===== src/rtl/segxlate_pkg.sv =====
package segxlate_pkg;
  localparam int VA_W  = 32;
  localparam int PA_W  = 30;
  localparam int SEG_N = 4;
  localparam int IDX_W = $clog2(SEG_N);
  localparam int OFF_W = VA_W - IDX_W;

  typedef struct packed {
    logic [PA_W-1:0]  base;
    logic [OFF_W-1:0] bound;
  } seg_ent_t;
endpackage


===== src/rtl/segxlate_table.sv =====
module segxlate_table
  import segxlate_pkg::*;
(
  input  logic             clk,
  input  logic             rst,
  input  logic             we,
  input  logic [IDX_W-1:0] widx,
  input  seg_ent_t         wdat,
  input  logic [IDX_W-1:0] ridx,
  output seg_ent_t         rdat
);
  seg_ent_t ent [SEG_N];

  for (genvar g = 0; g < SEG_N; g++) begin : g_ent
    always_ff @(posedge clk) begin
      if (rst)
        ent[g] <= '0;
      else if (we && widx == IDX_W'(g))
        ent[g] <= wdat;
    end
  end

  assign rdat = ent[ridx];
endmodule


===== src/rtl/segxlate_calc.sv =====
module segxlate_calc
  import segxlate_pkg::*;
(
  input  seg_ent_t         ent,
  input  logic [OFF_W-1:0] off,
  output logic             in_range,
  output logic [PA_W-1:0]  sum
);
  always_comb begin
    in_range = (off <= ent.bound);
    sum      = PA_W'(ent.base + PA_W'(off));
  end
endmodule


===== src/rtl/segxlate_top.sv =====
module segxlate_top
  import segxlate_pkg::*;
(
  input  logic              clk,
  input  logic              rst,
  input  logic              tw_en,
  input  logic [IDX_W-1:0]  tw_idx,
  input  logic [PA_W-1:0]   tw_base,
  input  logic [OFF_W-1:0]  tw_bound,
  input  logic              xl_req,
  input  logic [VA_W-1:0]   va,
  output logic [PA_W-1:0]   pa,
  output logic              xl_ok,
  output logic              xl_fault
);
  seg_ent_t         sel_ent;
  seg_ent_t         wr_ent;
  logic             hit;
  logic [PA_W-1:0]  phys;

  assign wr_ent.base  = tw_base;
  assign wr_ent.bound = tw_bound;

  segxlate_table u_tab (
    .clk  (clk),
    .rst  (rst),
    .we   (tw_en),
    .widx (tw_idx),
    .wdat (wr_ent),
    .ridx (va[VA_W-1 -: IDX_W]),
    .rdat (sel_ent)
  );

  segxlate_calc u_calc (
    .ent      (sel_ent),
    .off      (va[OFF_W-1:0]),
    .in_range (hit),
    .sum      (phys)
  );

  always_ff @(posedge clk) begin
    if (rst) begin
      pa       <= '0;
      xl_ok    <= 1'b0;
      xl_fault <= 1'b0;
    end else begin
      xl_ok    <= xl_req && hit;
      xl_fault <= xl_req && !hit;
      pa       <= (xl_req && hit) ? phys : '0;
    end
  end
endmodule


===== config.mk =====
export PLATFORM = sky130hd
export DESIGN_NAME = segxlate_top
export DESIGN_NICKNAME = d
export VERILOG_FILES = /design/src/rtl/segxlate_pkg.sv /design/src/rtl/segxlate_table.sv /design/src/rtl/segxlate_calc.sv /design/src/rtl/segxlate_top.sv
export SDC_FILE = /design/constraint.sdc
export NUM_CORES = 1
export LEC_CHECK = 0
export BUFFER_PORTS_ARGS = -buffer_cell sky130_fd_sc_hd__buf_4
export CAP_MARGIN = 0
export CORE_MARGIN = 4
export CORE_UTILIZATION = 30
export DETAILED_ROUTE_END_ITERATION = 8
export SLEW_MARGIN = 20
export SYNTH_ARGS = -nofsm -noshare
export SYNTH_HDL_FRONTEND = slang
export SYNTH_SLANG_ARGS = --single-unit
export TNS_END_PERCENT = 100

===== constraint.sdc =====
create_clock -name clk -period 4.34 [get_ports clk]
set_input_delay 0.868 -clock clk [delete_from_list [all_inputs] [get_ports clk]]
set_output_delay 0.868 -clock clk [all_outputs]
set_load 0.03 [all_outputs]

==> results.txt <==
----------------------------------------------------
[Logic synthesis]
  Synth Register Bits ... 272
  Async S/R FF share, synth ... 0%
  Post-synth top flop ... edfxtp_1
  Part of the Yosys area used for sequential elements ... 58.7%
  Share of the synthesized area in the top cell type ... 53.9%
  Mean instance size in the synthesized netlist ... 13.7 sq um
  Synth top cells by count ... and2_1, edfxtp_1, mux4_2, ha_1, inv_1
  Count of mapped cells out of synthesis ... 974
  Count of unique library cells instantiated by Yosys ... 61
  Post-synth EDFFs ... 240
  Most frequently used cell type in the post-synthesis netlist ... and2_1
  Yosys top cell by area ... edfxtp_1
  Synthesized cell area ... 0.0134 sq mm
  Area contributors post-synth ... edfxtp_1, and2_1, mux4_2
  YS warnings ... 0
  Syn nets ... 1,132

[Floorplan]
  # rows ... 77
  Area of the die ... 0.0480 sq mm
  Placeable core area ... 0.0441 sq mm
  Horiz. Die Dim ... 219 um
  Die span in y ... 219 um
  Top-Level Pins ... 130
  Initial Util ... 30.3%

[Clock tree]
  Buffers from clock root to sink, at most ... 3
  Cell at the root of the clock tree ... clkbuf_16
  Clock Sinks ... 272
  Post-CTS clock slew at the launch and capture registers of the worst setup and hold paths ... 0.06 ns
  Number of buffers inserted by post-CTS setup repair ... 0
  Htree depth ... 1
  CTS tree ... built
  Clock Latency Late Sink ... 0.55 ns
  Count of instances resized after the clock tree is built ... 0
  Number of CTS-inserted buffers ... 28
  Hold buffer count at cts ... 0

[Route]
  Total number of vias ... 8,109
  Total wire length after detailed routing ... 33,700 um
  Router iterations before antenna repair ... 5
  Number of vias per cell after detailed routing ... 4.67
  Iteration-0 DRC Markers ... 504
  DRC violations left ... 0
  Detail-routed net length per standard cell ... 19.4 um
  Detail Route Antenna Nets ... 0

[Place]
  Placed Area ... 0.0152 sq mm
  Global placer's final weighted congestion ... 0.775
  Number of placed instances with taps included ... 1,684
  # port buffers ... 129
  DP Wirelength ... 22,900 um

[STA]
  Final max-slew violation count ... 0
  Worst slew margin relative to its limit ... 34.5%
  Endpoints failing hold ... 0
  Slew at the pin with the worst max-slew slack ... 0.983 ns
  Setup repair after global routing missed its margin ... no
  Portion of the clock cycle consumed by the worst path in the final layout ... 86.1%
  Clock skew after layout ... 0.00764 ns
  Highest clock frequency the design can meet ... 267 MHz
  Final setup violation count ... 0
  Minimum clock period after layout ... 3.74 ns

[Global routing]
  First-pass GRT wire length ... 51,200 um
  Maximum number of pins on one net before global-route repair ... 61
  Number of antenna violations at the first check in global routing ... 4
  Total global-route track usage ... 14.0%
  Number of global-route vias before repair ... 8,424
  Congestion Overflow GR ... 0

[Power and ir drop]
  Leakage power of the design ... 6.22 nW
  Power per unit of standard cell area ... 400 mW/mm^2
  Power consumption ... 6.44 mW
  Max VDD drop ... 0.000230 V

[Worst hold path]
  Class of the tightest hold or removal check ... primary input to flip-flop

[Setup path]
  Critical Path AT ... 4.17 ns
  Kind of critical path ... primary input to flip-flop
  Endpoint required time on the critical path ... 4.77 ns
  Critical Path Source Type ... primary input
  Endpoint kind of the worst setup timing path ... flip-flop
  Critical path peak fanout ... 10

[Layout]
  Area growth, synth to finish ... 20.4%
  Post-route insts no fill ... 1,735
  Final Net Count ... 1,280
  Filler Cell Count ... 4,327
  Post-Layout Inst Area ... 0.0161 sq mm
  Layout cells sized above 1 ... 24.9%
  Util after Layout ... 36.5%

[Outcome]
  Outcome ... finished clean

[Job]
  Reported max-cap violation count ... 0

----------------------------------------------------
[power by group]
part	switching [mW]	leakage [nW]	internal [mW]	total, mW
Combinational	0.591	3.19	0.480	1.07
Sequential	0.0528	2.62	3.05	3.10
Clock	0.976	0.413	1.29	2.27
Total	1.62	6.22	4.82	6.44
[final timing paths]
check        slack, ns  depth (start not counted)        startpoint        to
min               0.61                          2            xl_req  xl_fault
min reg2reg       0.82                          4  u_tab.ent[3][59]    pa[29]
max reg2reg       0.88                         10  u_tab.ent[3][31]    pa[27]
max               0.60                         13            va[30]    pa[27]
[layer usage]
layer,up-vias,track usage (%),part of all wire [%]
met2,176,23.3,48
met4,4,4.55,3.0
met3,60,2.88,5.0
met5,-,0,0.10
met1,3984,18.2,44
li1,3885,-,-
[cells in the final DEF (no fill, tap or decap), types with 19 or more instances in the layout]
cell	netlist	final
clkbuf_16	0	29
inv_1	47	47
ha_1	59	59
and2_1	243	243
a21oi_1	33	33
mux4_2	60	60
edfxtp_1	240	240
o21ai_0	19	19
dfxtp_1	32	32
nand2_1	26	25
nor2_1	39	39
buf_4	0	153
[per-stage QoR]
step | setup TNS (ns) | hold WS, ns | setup WS, ns
after global routing | 0 | 0.590 | 0.396
final | 0 | 0.612 | 0.602
after floorplan | 0 | 0.739 | 0.0184
after global placement | 0 | 0.793 | 0.0895
after CTS | 0 | 0.583 | 0.596
after detailed placement | -0.00406 | 0.806 | -0.00406
[worst max-delay path: stages]
cell       delay [ns]
buf_4            0.23
buf_4            0.19
mux4_2           0.50
ha_1             0.30
buf_4            0.16
a21oi_1          0.17
nand2_1          0.11
o2111ai_2        0.25
and4_4           0.29
o31ai_4          0.09
a221oi_2         0.50
a31oi_1          0.16
mux2_1           0.33
[cells by family (layout without fill, tap and decap cells)]
family          count (synthesis)  count (layout)  synth area share [%]
compound gates                115             115                  5.94
mux                            63              63                  10.3
buf+inv                        90             256                  2.65
other cells                     0               3                     0
xor+xnor                       18              18                  1.18
flops                         272             272                  58.7
simple gates                  356             356                  15.5
fa+ha+maj                      60              60                  5.67
[state kept, by name (all words and copies together), names as in the netlist]
signal / count
pa: 30
u_tab.ent: 240
xl_fault: 1
xl_ok: 1
[cell type report]
cell class | instances | area [sq um] | share of cell area (%)
timing repair buffer | 160 | 1290 | 8.01
tap | 592 | 741 | 4.60
sequential | 272 | 7850 | 48.8
clock inverter | 10 | 75.1 | 0.466
clock buffer | 38 | 769 | 4.78
inverter | 48 | 180 | 1.12
multi-input combinational | 612 | 5190 | 32.2
antenna | 3 | 7.51 | 0.0466
No activity file was read; power rests on OpenSTA's default activity.
